File: src/rtl/dp_pkg.sv
package dp_pkg;
  // configuration register map
  localparam logic [7:0] REG_CTRL  = 8'h00;
  localparam logic [7:0] REG_BASE0 = 8'h01;  // stream s base at REG_BASE0 + 2*s
  localparam logic [7:0] REG_STEP0 = 8'h02;  // stream s stride at REG_STEP0 + 2*s
  localparam logic [7:0] REG_LEN   = 8'h05;
  // control word bits
  localparam int CTRL_GO   = 0;
  localparam int CTRL_AUTO = 1;
  localparam int CTRL_EXT0 = 2;              // stream s external source at CTRL_EXT0 + s
  localparam int NSTREAM   = 2;
endpackage

File: src/rtl/dp_rst_sync.sv
module dp_rst_sync (
  input  logic clk,
  input  logic arst_n,
  output logic rst_n
);
  logic [1:0] sh_q;

  always_ff @(posedge clk or negedge arst_n) begin
    if (!arst_n) sh_q <= '0;
    else         sh_q <= {sh_q[0], 1'b1};
  end

  assign rst_n = sh_q[1];
endmodule

File: src/rtl/dp_agen.sv
module dp_agen #(
  parameter int AW = 16
) (
  input  logic          clk,
  input  logic          urst_n,
  input  logic          lrst_n,
  input  logic          start,
  input  logic          enable,
  input  logic [AW-1:0] base,
  input  logic [AW-1:0] stride,
  input  logic [AW-1:0] len,
  input  logic          ack_i,
  output logic          req_o,
  output logic [AW-1:0] addr_o
);
  logic          active_q, active_d;
  logic [AW-1:0] cur_q, cur_d, idx_q, idx_d, len_q, len_d, step_q, step_d;
  logic          req_q;
  logic [AW-1:0] addr_q;
  logic          send;

  assign send = active_q && (req_q == ack_i);

  always_comb begin
    active_d = active_q;
    cur_d    = cur_q;
    idx_d    = idx_q;
    len_d    = len_q;
    step_d   = step_q;
    if (start) begin
      active_d = enable && (len != '0);
      cur_d    = base;
      idx_d    = '0;
      len_d    = len;
      step_d   = stride;
    end else if (send) begin
      cur_d = cur_q + step_q;
      idx_d = idx_q + 1'b1;
      if (idx_q == len_q - 1'b1) active_d = 1'b0;
    end
  end

  always_ff @(posedge clk or negedge urst_n) begin
    if (!urst_n) begin
      active_q <= 1'b0;
      cur_q    <= '0;
      idx_q    <= '0;
      len_q    <= '0;
      step_q   <= '0;
    end else begin
      active_q <= active_d;
      cur_q    <= cur_d;
      idx_q    <= idx_d;
      len_q    <= len_d;
      step_q   <= step_d;
    end
  end

  always_ff @(posedge clk) begin
    if (send) addr_q <= cur_q;
  end

  always_ff @(posedge clk or negedge lrst_n) begin
    if (!lrst_n)   req_q <= 1'b0;
    else if (send) req_q <= ~req_q;
  end

  assign req_o  = req_q;
  assign addr_o = addr_q;


  agen_handshake_chk: assert property (@(posedge clk) disable iff (!lrst_n)
    (req_q != $past(req_q)) |-> ($past(req_q) == $past(ack_i)));
endmodule

File: src/rtl/dp_mem.sv
module dp_mem #(
  parameter int DW    = 16,
  parameter int AW    = 16,
  parameter int DEPTH = 16
) (
  input  logic                     clk,
  input  logic                     lrst_n,
  input  logic                     wr_en,
  input  logic [$clog2(DEPTH)-1:0] wr_idx,
  input  logic [DW-1:0]            wr_data,
  input  logic                     a_req,
  input  logic [AW-1:0]            a_addr,
  output logic                     a_ack_o,
  input  logic                     d_ack_i,
  output logic                     d_req_o,
  output logic [DW-1:0]            d_data_o
);
  localparam int IW = $clog2(DEPTH);

  logic [DW-1:0] mem_q [DEPTH];
  logic [DW-1:0] data_q;
  logic          a_ack_q, d_req_q;
  logic          pend, fire;

  assign pend = a_req ^ a_ack_q;
  assign fire = pend && (d_req_q == d_ack_i);

  always_ff @(posedge clk) begin
    if (wr_en) mem_q[wr_idx] <= wr_data;
  end

  always_ff @(posedge clk) begin
    if (fire) data_q <= mem_q[a_addr[IW-1:0]];
  end

  always_ff @(posedge clk or negedge lrst_n) begin
    if (!lrst_n) begin
      a_ack_q <= 1'b0;
      d_req_q <= 1'b0;
    end else if (fire) begin
      a_ack_q <= ~a_ack_q;
      d_req_q <= ~d_req_q;
    end
  end

  assign a_ack_o  = a_ack_q;
  assign d_req_o  = d_req_q;
  assign d_data_o = data_q;


  mem_fires_on_token_chk: assert property (@(posedge clk) disable iff (!lrst_n)
    (d_req_q != $past(d_req_q)) |-> $past(a_req != a_ack_q));
endmodule

File: src/rtl/dp_mac.sv
module dp_mac #(
  parameter int DW    = 16,
  parameter int ACC_W = 40,
  parameter int AW    = 16
) (
  input  logic          clk,
  input  logic          urst_n,
  input  logic          lrst_n,
  input  logic          start,
  input  logic [AW-1:0] len,
  input  logic          pend_a,
  input  logic          pend_b,
  input  logic [DW-1:0] op_a,
  input  logic [DW-1:0] op_b,
  input  logic          res_ack_i,
  output logic          take_o,
  output logic          res_req_o,
  output logic [DW-1:0] res_data_o
);
  localparam int PW = 2 * DW;
  localparam logic signed [ACC_W-1:0] SAT_HI = {{(ACC_W-DW+1){1'b0}}, {(DW-1){1'b1}}};
  localparam logic signed [ACC_W-1:0] SAT_LO = {{(ACC_W-DW+1){1'b1}}, {(DW-1){1'b0}}};

  logic                    busy_q, busy_d;
  logic [AW-1:0]           cnt_q, cnt_d, len_q, len_d;
  logic signed [ACC_W-1:0] acc_q, acc_d, prod_x, acc_sum;
  logic [DW-1:0]           res_q, res_d, sat_v;
  logic                    res_req_q;
  logic signed [PW-1:0]    prod;
  logic                    fire, last;

  assign prod    = $signed(op_a) * $signed(op_b);
  assign prod_x  = {{(ACC_W-PW){prod[PW-1]}}, prod};
  assign acc_sum = ((cnt_q == '0) ? '0 : acc_q) + prod_x;
  assign fire    = busy_q && pend_a && pend_b && (res_req_q == res_ack_i);
  assign last    = (cnt_q == len_q - 1'b1);

  always_comb begin
    if (acc_sum > SAT_HI)      sat_v = SAT_HI[DW-1:0];
    else if (acc_sum < SAT_LO) sat_v = SAT_LO[DW-1:0];
    else                       sat_v = acc_sum[DW-1:0];
  end

  always_comb begin
    busy_d = busy_q;
    cnt_d  = cnt_q;
    len_d  = len_q;
    acc_d  = acc_q;
    res_d  = res_q;
    if (start) begin
      busy_d = (len != '0);
      cnt_d  = '0;
      len_d  = len;
    end else if (fire) begin
      acc_d = acc_sum;
      cnt_d = cnt_q + 1'b1;
      if (last) begin
        busy_d = 1'b0;
        res_d  = sat_v;
      end
    end
  end

  always_ff @(posedge clk or negedge urst_n) begin
    if (!urst_n) begin
      busy_q <= 1'b0;
      cnt_q  <= '0;
      len_q  <= '0;
      acc_q  <= '0;
      res_q  <= '0;
    end else begin
      busy_q <= busy_d;
      cnt_q  <= cnt_d;
      len_q  <= len_d;
      acc_q  <= acc_d;
      res_q  <= res_d;
    end
  end

  always_ff @(posedge clk or negedge lrst_n) begin
    if (!lrst_n)           res_req_q <= 1'b0;
    else if (fire && last) res_req_q <= ~res_req_q;
  end

  assign take_o     = fire;
  assign res_req_o  = res_req_q;
  assign res_data_o = res_q;


  mac_idle_hold_chk: assert property (@(posedge clk) disable iff (!urst_n || !lrst_n)
    !(busy_q && pend_a && pend_b) |=> $stable(acc_q));
endmodule

File: src/rtl/dp_oport.sv
module dp_oport #(
  parameter int DW = 16
) (
  input  logic          clk,
  input  logic          lrst_n,
  input  logic          auto_ack,
  input  logic          res_req,
  input  logic [DW-1:0] res_data,
  input  logic          out_ack,
  output logic          res_ack_o,
  output logic          out_req,
  output logic [DW-1:0] out_data,
  output logic          acked_o
);
  logic ack_q, seen_q;
  logic pend, ext_edge, acked;

  assign pend     = res_req ^ ack_q;
  assign ext_edge = out_ack ^ seen_q;
  assign acked    = pend && (auto_ack || ext_edge);

  always_ff @(posedge clk or negedge lrst_n) begin
    if (!lrst_n) begin
      ack_q  <= 1'b0;
      seen_q <= 1'b0;
    end else begin
      seen_q <= out_ack;
      if (acked) ack_q <= ~ack_q;
    end
  end

  assign res_ack_o = ack_q;
  assign out_req   = res_req;
  assign out_data  = res_data;
  assign acked_o   = acked;


  oport_one_token_chk: assert property (@(posedge clk) disable iff (!lrst_n)
    (res_req != $past(res_req)) |-> ($past(res_req) == $past(ack_q)));

  oport_ack_source_chk: assert property (@(posedge clk) disable iff (!lrst_n)
    (ack_q != $past(ack_q)) |-> $past(auto_ack || (out_ack != seen_q)));
endmodule

File: src/rtl/dotp_cluster.sv
module dotp_cluster import dp_pkg::*; #(
  parameter int DW    = 16,
  parameter int AW    = 16,
  parameter int ACC_W = 40,
  parameter int DEPTH = 16,
  parameter int CA_W  = 8
) (
  input  logic            clk,
  input  logic            rst_net_n,
  input  logic            rst_unit_n,
  input  logic            cfg_stb,
  input  logic [CA_W-1:0] cfg_addr,
  input  logic [DW-1:0]   cfg_data,
  input  logic            in_a_req,
  input  logic [DW-1:0]   in_a_data,
  output logic            in_a_ack,
  input  logic            in_b_req,
  input  logic [DW-1:0]   in_b_data,
  output logic            in_b_ack,
  output logic            out_req,
  output logic [DW-1:0]   out_data,
  input  logic            out_ack,
  output logic            done
);
  localparam int IW = $clog2(DEPTH);

  logic net_rst_n, unit_rst_n;
  dp_rst_sync i_net_sync  (.clk(clk), .arst_n(rst_net_n),  .rst_n(net_rst_n));
  dp_rst_sync i_unit_sync (.clk(clk), .arst_n(rst_unit_n), .rst_n(unit_rst_n));

  logic [AW-1:0]      base_q [NSTREAM], base_d [NSTREAM];
  logic [AW-1:0]      step_q [NSTREAM], step_d [NSTREAM];
  logic [AW-1:0]      len_q, len_d;
  logic [NSTREAM-1:0] ext_q, ext_d;
  logic               auto_q, auto_d, run_q, run_d, done_q, done_d;
  logic               start, take, acked, res_req, res_ack;
  logic [DW-1:0]      res_data;

  logic [NSTREAM-1:0] in_req, pend, x_ack;
  logic [DW-1:0]      in_data [NSTREAM], op [NSTREAM];

  assign start = cfg_stb && (cfg_addr == REG_CTRL) && cfg_data[CTRL_GO] && !run_q;

  assign in_req     = {in_b_req, in_a_req};
  assign in_data[0] = in_a_data;
  assign in_data[1] = in_b_data;
  assign in_a_ack   = x_ack[0];
  assign in_b_ack   = x_ack[1];

  always_comb begin
    len_d  = len_q;
    ext_d  = ext_q;
    auto_d = auto_q;
    run_d  = run_q;
    done_d = done_q;
    for (int s = 0; s < NSTREAM; s++) begin
      base_d[s] = base_q[s];
      step_d[s] = step_q[s];
      if (cfg_stb && (cfg_addr == REG_BASE0 + CA_W'(2*s))) base_d[s] = AW'(cfg_data);
      if (cfg_stb && (cfg_addr == REG_STEP0 + CA_W'(2*s))) step_d[s] = AW'(cfg_data);
    end
    if (cfg_stb && (cfg_addr == REG_LEN)) len_d = AW'(cfg_data);
    if (start) begin
      ext_d  = cfg_data[CTRL_EXT0 +: NSTREAM];
      auto_d = cfg_data[CTRL_AUTO];
      run_d  = (len_q != '0);
      done_d = (len_q == '0);
    end else if (acked) begin
      run_d  = 1'b0;
      done_d = 1'b1;
    end
  end

  always_ff @(posedge clk or negedge unit_rst_n) begin
    if (!unit_rst_n) begin
      for (int s = 0; s < NSTREAM; s++) begin
        base_q[s] <= '0;
        step_q[s] <= '0;
      end
      len_q  <= '0;
      ext_q  <= '0;
      auto_q <= 1'b0;
      run_q  <= 1'b0;
      done_q <= 1'b0;
    end else begin
      for (int s = 0; s < NSTREAM; s++) begin
        base_q[s] <= base_d[s];
        step_q[s] <= step_d[s];
      end
      len_q  <= len_d;
      ext_q  <= ext_d;
      auto_q <= auto_d;
      run_q  <= run_d;
      done_q <= done_d;
    end
  end

  for (genvar s = 0; s < NSTREAM; s++) begin : g_stream
    logic          wr_en, ag_req, ag_ack, md_req, m_ack_q, x_ack_q;
    logic [AW-1:0] ag_addr;
    logic [DW-1:0] md_data;

    assign wr_en = cfg_stb && (cfg_addr[CA_W-1 -: 2] == 2'(s + 1))
                   && (int'(cfg_addr[CA_W-3:0]) < DEPTH);

    dp_agen #(.AW(AW)) i_agen (
      .clk(clk), .urst_n(unit_rst_n), .lrst_n(net_rst_n), .start(start),
      .enable(!cfg_data[CTRL_EXT0 + s]), .base(base_q[s]), .stride(step_q[s]),
      .len(len_q), .ack_i(ag_ack), .req_o(ag_req), .addr_o(ag_addr)
    );

    dp_mem #(.DW(DW), .AW(AW), .DEPTH(DEPTH)) i_mem (
      .clk(clk), .lrst_n(net_rst_n), .wr_en(wr_en), .wr_idx(cfg_addr[IW-1:0]),
      .wr_data(cfg_data), .a_req(ag_req), .a_addr(ag_addr), .a_ack_o(ag_ack),
      .d_ack_i(m_ack_q), .d_req_o(md_req), .d_data_o(md_data)
    );

    always_ff @(posedge clk or negedge net_rst_n) begin
      if (!net_rst_n) begin
        m_ack_q <= 1'b0;
        x_ack_q <= 1'b0;
      end else if (take) begin
        if (ext_q[s]) x_ack_q <= ~x_ack_q;
        else          m_ack_q <= ~m_ack_q;
      end
    end

    assign pend[s]  = ext_q[s] ? (in_req[s] ^ x_ack_q) : (md_req ^ m_ack_q);
    assign op[s]    = ext_q[s] ? in_data[s] : md_data;
    assign x_ack[s] = x_ack_q;
  end

  dp_mac #(.DW(DW), .ACC_W(ACC_W), .AW(AW)) i_mac (
    .clk(clk), .urst_n(unit_rst_n), .lrst_n(net_rst_n), .start(start), .len(len_q),
    .pend_a(pend[0]), .pend_b(pend[1]), .op_a(op[0]), .op_b(op[1]),
    .res_ack_i(res_ack), .take_o(take), .res_req_o(res_req), .res_data_o(res_data)
  );

  dp_oport #(.DW(DW)) i_oport (
    .clk(clk), .lrst_n(net_rst_n), .auto_ack(auto_q), .res_req(res_req),
    .res_data(res_data), .out_ack(out_ack), .res_ack_o(res_ack), .out_req(out_req),
    .out_data(out_data), .acked_o(acked)
  );

  assign done = done_q;
endmodule

File: config.mk
export PLATFORM = sky130hd
export DESIGN_NAME = dotp_cluster
export DESIGN_NICKNAME = d
export VERILOG_FILES = /design/src/rtl/dp_pkg.sv /design/src/rtl/dp_rst_sync.sv /design/src/rtl/dp_agen.sv /design/src/rtl/dp_mem.sv /design/src/rtl/dp_mac.sv /design/src/rtl/dp_oport.sv /design/src/rtl/dotp_cluster.sv
export SDC_FILE = /design/constraint.sdc
export NUM_CORES = 2
export LEC_CHECK = 0
export CORE_UTILIZATION = 39
export CTS_CLUSTER_SIZE = 30
export DETAILED_ROUTE_END_ITERATION = 8
export DONT_BUFFER_PORTS = 1
export HOLD_SLACK_MARGIN = 0.12
export PLACE_DENSITY = 0.49
export RECOVER_POWER = 100
export SYNTH_ARGS = -nofsm -noshare
export SYNTH_HDL_FRONTEND = slang
export SYNTH_HIERARCHICAL = 1
export SYNTH_SLANG_ARGS = --single-unit
File: constraint.sdc
create_clock -name clk -period 12.2 [get_ports clk]
set_input_delay 1.22 -clock clk [delete_from_list [all_inputs] [get_ports clk]]
set_output_delay 1.22 -clock clk [all_outputs]
set_load 0.01 [all_outputs]
Word level (Yosys, flattened, before mapping)
Memory sizes are Yosys's and may differ from the RTL's. A register that Yosys moved wholly into a read port is not among the register bits.
Index checks and enable logic that the tools add are counted.

storage, ports and cells
  bits in writable memories = 512
  bits in registers = 297
  input bits = 63
  output and inout bits = 20
  word-level logic and storage cells = 171
  memories = 2

memory list
  memory                   words  bits a word  read ports  clocked after memory_dff  write ports  line          text
  g_stream[0].i_mem.mem_q  16     16           1           1                         1            dp_mem.sv:20  logic [DW-1:0] mem_q [DEPTH];
  g_stream[1].i_mem.mem_q  16     16           1           1                         1            dp_mem.sv:20

operators by class
  mux-type cells = 34
  multiply operators = 1
  add/sub/neg operators = 7
  bitwise logic cells = 23
  $lt $le $gt $ge = 3
  equality and inequality tests = 15
  reduce and logical (&&, ||, !) cells = 47

operator list
  cell                   count
  $mux 16                14
  $add 16x1->16 const B  3
  $eq 16x16->1           3
  $add 40x40->40         1
  $gt 40x16->1 const B   1
  $lt 40x16->1 const B   1
  $mux 40                1
  $add 16x16->16         2
  $logic_not 16->1       2
  $mul 16x16->32         1
  $logic_and 1x1->1      23
  $mux 1                 19
  $eq 8x2->1 const B     2
  $eq 8x3->1 const B     2
  $reduce_and 2->1       8
  $reduce_bool 16->1     1
  $sub 16x1->16 const B  1
  $not 1->1              15
  $reduce_bool 2->1      7
  $eq 8x1->1 const B     1
  $logic_not 8->1        1
  $xor 1x1->1            8
  $lt 6x5->1 const B     1
  $eq 1x1->1             5
  other kinds (5)        7

Depth between registers and ports, before layout
  depth after elaboration = 7
  depth in mapped cells = 42
  gate-level depth less buffers = 39

Hierarchy
Netlist, hierarchy kept.

modules (own cells, without submodules)
  module                      cells an instance  area an instance (um^2)  seq. area each (um^2)  instances
  dp_mac                      1889               16570.9                  2252.2                 1
  dp_mem (g_stream[0].i_mem)  440                10297.4                  8217.9                 1
  dp_mem (g_stream[1].i_mem)  440                10296.1                  8217.9                 1
  dp_agen                     428                4430.5                   2132.0                 2
  dotp_cluster                256                3893.7                   2227.1                 1
  dp_oport                    24                 217.7                    50.0                   1
  dp_rst_sync                 3                  53.8                     50.0                   2

Worst setup path before layout
Ideal clock, no wire load.

  path type = input port to flip-flop
  from = in in_a_data[15]
  to = reg i_mac.res_q[13], in the netlist i_mac/res_data_o[13]
  path buffers = 2
  setup slack = 2.045 ns
  data arrival time = 10.081 ns
  data required time = 12.126 ns
  stages on the path = 37
  setup time = 0.074 ns
  path through = mux2_2 > clkbuf_1 > nand2_1 > inv_1 > fa_1 > inv_1 > fa_1 > inv_1 > fa_1 > fa_1 > fa_1 > inv_1 > fa_1 > inv_1 > ha_1 > a21oi_1 > nor2b_1 > o21ai_0 > nand2b_1 > a21o_1 > a2111o_1 > a21oi_1 > nor3_1 > xnor2_1 > ha_1 > inv_1 > o21bai_1 > and2_1 > or2_2 > a31o_2 > a221o_1 > o311ai_0 > nand2_1 > or4_1 > a2bb2oi_2 > buf_6 > o21ai_2

on the way
  cells in the longest elaborated chain, start to end = 6
  elaborated cells between the ends (all ways) = 7
  classes of those cells = add/sub: 1; mul: 1; order compare: 2; mux: 3

RTL lines
  what                  line                 text
  start, declared       dotp_cluster.sv:15   input logic [DW-1:0] in_a_data,
  $mux 16 (*)           dotp_cluster.sv:129  assign op[s] = ext_q[s] ? in_data[s] : md_data;
  $mul 16x16->32 (*)    dp_mac.sv:32         assign prod = $signed(op_a) * $signed(op_b);
  $add 40x40->40 (*)    dp_mac.sv:34         assign acc_sum = ((cnt_q == '0) ? '0 : acc_q) + prod_x;
  $lt 40x16->1          dp_mac.sv:40         else if (acc_sum < SAT_LO) sat_v = SAT_LO[DW-1:0];
  $mux 16               dp_mac.sv:40
  $mux 16 (*)           dp_mac.sv:39         if (acc_sum > SAT_HI) sat_v = SAT_HI[DW-1:0];
  end signal, assigned  dp_mac.sv:76         res_q <= res_d;
  end, declared         dp_mac.sv:27         logic [DW-1:0] res_q, res_d, sat_v;

Mark *: on every way between the ends. The rest lies on a longest branch, timed or not.
A chain may end at the register's enable or synchronous reset.

==> flow_metrics.tcl <==
set metrics [dict create \
    outcome "finished with violations" \
    violations "max-capacitance violations, max-slew violations" \
    route.vias.total 26949 \
    period_share 0.9174 \
    cts_htree_levels 3 \
    grt_max_degree 150 \
    worstSetupStartpointType "flip-flop" \
    routabilityCongestion 0.8652 \
    grt_pass1_wl_mm 175.4 \
    via_per_inst 5.364 \
    areaGrowthSynthToFinish_pct 9.108 \
    ctsLongestPathBuffers 3 \
    die_w_um 340.7 \
    syn_avg_cell_area_sq_um 12.88 \
    drt_iter0_drc 1897 \
    cts.sinks 777 \
    holdBufCountCts 0 \
    first_global_vias 28426 \
    final_layout_size_suffix_gt1_frac 0.1180 \
    cts_made_buffers 87 \
    hold_class "primary input to async pin" \
    die_area_sq_um 116100 \
    synth.cell_area_sq_um 44740 \
    fill_cells 10315 \
    tritoncts "yes" \
    finalSetupTns_ps 0 \
    cts_root_buf "clkbuf_16" \
    dieHeight_um 340.7 \
    fin_crit_ps 11190 \
    ant_nets 0 \
    io_pins 83 \
    fin_nets 3909 \
    clock_latency_ps 660 \
    finalSetupViolCount 0 \
    critPathMaxStageDelay_ps 960 \
    rows 123 \
    dp_hpwl_mm 77.01 \
    cpMaxStageDelayCell "dfrtp_1" \
    ys_warn_count 6 \
    clk_pin_slew_worst_paths_ps 60 \
    antenna_found_initial 9 \
    crit_path_end_kind "flip-flop" \
    worstSetupPathType "flip-flop to flip-flop" \
    critPathArrivalTime_ps 11720 \
    worst_clock_skew_ps 20.58 \
    critical_path.max_fanout 18 \
    finalWirelength_mm 113.3 \
    synth_cells 3474 \
    grt_usage 0.1998 \
    drv_cap 10 \
    cts_setup_buffers 0 \
    ff2ff_setup_slack_ps 1010 \
    drtPass1Iterations 5 \
    drv_slew 566 \
    critPathRequiredTime_ps 12730 \
    syn_nets 3939 \
    grt_overflow_total 0 \
    drc_errors 0 \
    wl_per_cell_um 22.55 \
    grt_setup_unrepaired "no" \
    tightest_slew_ps 7278 \
    hold_viol_final 0 \
    ctsResizeCount 0 \
    max_slew_margin -3.852 \
    fmax_mhz 89.35 \
    coreArea_sq_um 113100 \
    io_buffers 0 \
    cpMostUsedCell "fa_1" \
    start_util 0.3956 \
]
[layout make-up]
cell class	count	area, sq um	share of cell area
Inverter	349	1311	0.02686
Sequential cell	777	22210	0.4549
Antenna cell	6	15.01	0.0003076
Multi-Input combinational cell	2182	20400	0.4179
Timing Repair Buffer	47	216.5	0.004434
Tap cell	1500	1877	0.03844
Clock buffer	109	2321	0.04754
Clock inverter	54	470.5	0.009637
[routing by layer]
metal	wire length (um)	vias to the layer above	global-route usage
li1	-	12167	-
met3	5375	175	0.02702
met4	3008	0	0.05970
met5	0	-	0
met1	48830	13989	0.2653
met2	56090	618	0.3402
[flip-flops by register name, summed over array words and instances, names as in the netlist, 16 cells and up]
| register | flops |
|---|---|
| g_stream.i_agen/len_q | 32 |
| g_stream.i_mem/mem_q | 512 |
| i_mac/cnt_q | 16 |
| g_stream.i_agen/idx_q | 32 |
| i_mac/len_q | 16 |
| i_mac/acc_q | 40 |
| len_q | 16 |
| g_stream.i_mem/d_data_o | 32 |
| i_mac/res_data_o | 16 |
[critical path: cells and delay by family, from the launching register on]
family,cells,cell delay [ps]
xor gates and xnor gates,2,750
AOI/OAI and AO/OA,17,3480
DFF,1,960
and+or+nand+nor,4,840
adders and majority gates,8,3720
buffers and inverters,6,550
muxes,1,680
[through the flow]
step	hold slack [ps]	setup WS (ps)	cells	utilization	cell area, sq um
after floorplan	160.4	2045	3474	-	44740
after global placement	260.8	1135	4855	0.4088	46250
after detailed placement	270.1	1047	4855	0.4088	46250
after CTS	193.8	973.1	5018	0.4335	49040
after global routing	217.2	118.0	5018	0.4315	48800
final	251.3	1008	5024	0.4316	48820
[placed cells by master, fill, tap and decap left out, drive strengths merged, types with 44 or more instances in the layout]
| cell type | n |
|---|---|
| edfxtp | 552 |
| nand2 | 357 |
| inv | 349 |
| fa | 265 |
| dfrtp | 225 |
| and2 | 166 |
| clkbuf | 146 |
| nor2 | 140 |
| ha | 137 |
| mux4 | 128 |
| mux2 | 116 |
| o21ai | 111 |
| a21oi | 104 |
| xnor2 | 95 |
| xor2 | 85 |
| a22oi | 67 |
| clkinv | 44 |
[worst paths after layout]
path	startpoint	cells after the start	endpoint
worst max-delay path	ext_q[1]$_DFFE_PN0P_	38	i_mac/res_data_o[10]$_DFFE_PN0P_
worst min-delay path	rst_net_n	0	i_net_sync/sh_q[0]$_DFF_PN0_
worst max register to register	ext_q[1]$_DFFE_PN0P_	38	i_mac/res_data_o[10]$_DFFE_PN0P_
worst min register to register	i_net_sync/sh_q[1]$_DFF_PN0_	0	in_a_ack$_DFFE_PN0P_
max in group asynchronous	i_unit_sync/sh_q[1]$_DFF_PN0_	1	i_mac/res_data_o[13]$_DFFE_PN0P_
min in group clk	i_unit_sync/sh_q[0]$_DFF_PN0_	0	i_unit_sync/sh_q[1]$_DFF_PN0_
Power is left out: the tool's default activity adds up to more than one toggle a clock period on the data nets, which glitch-free logic cannot reach.
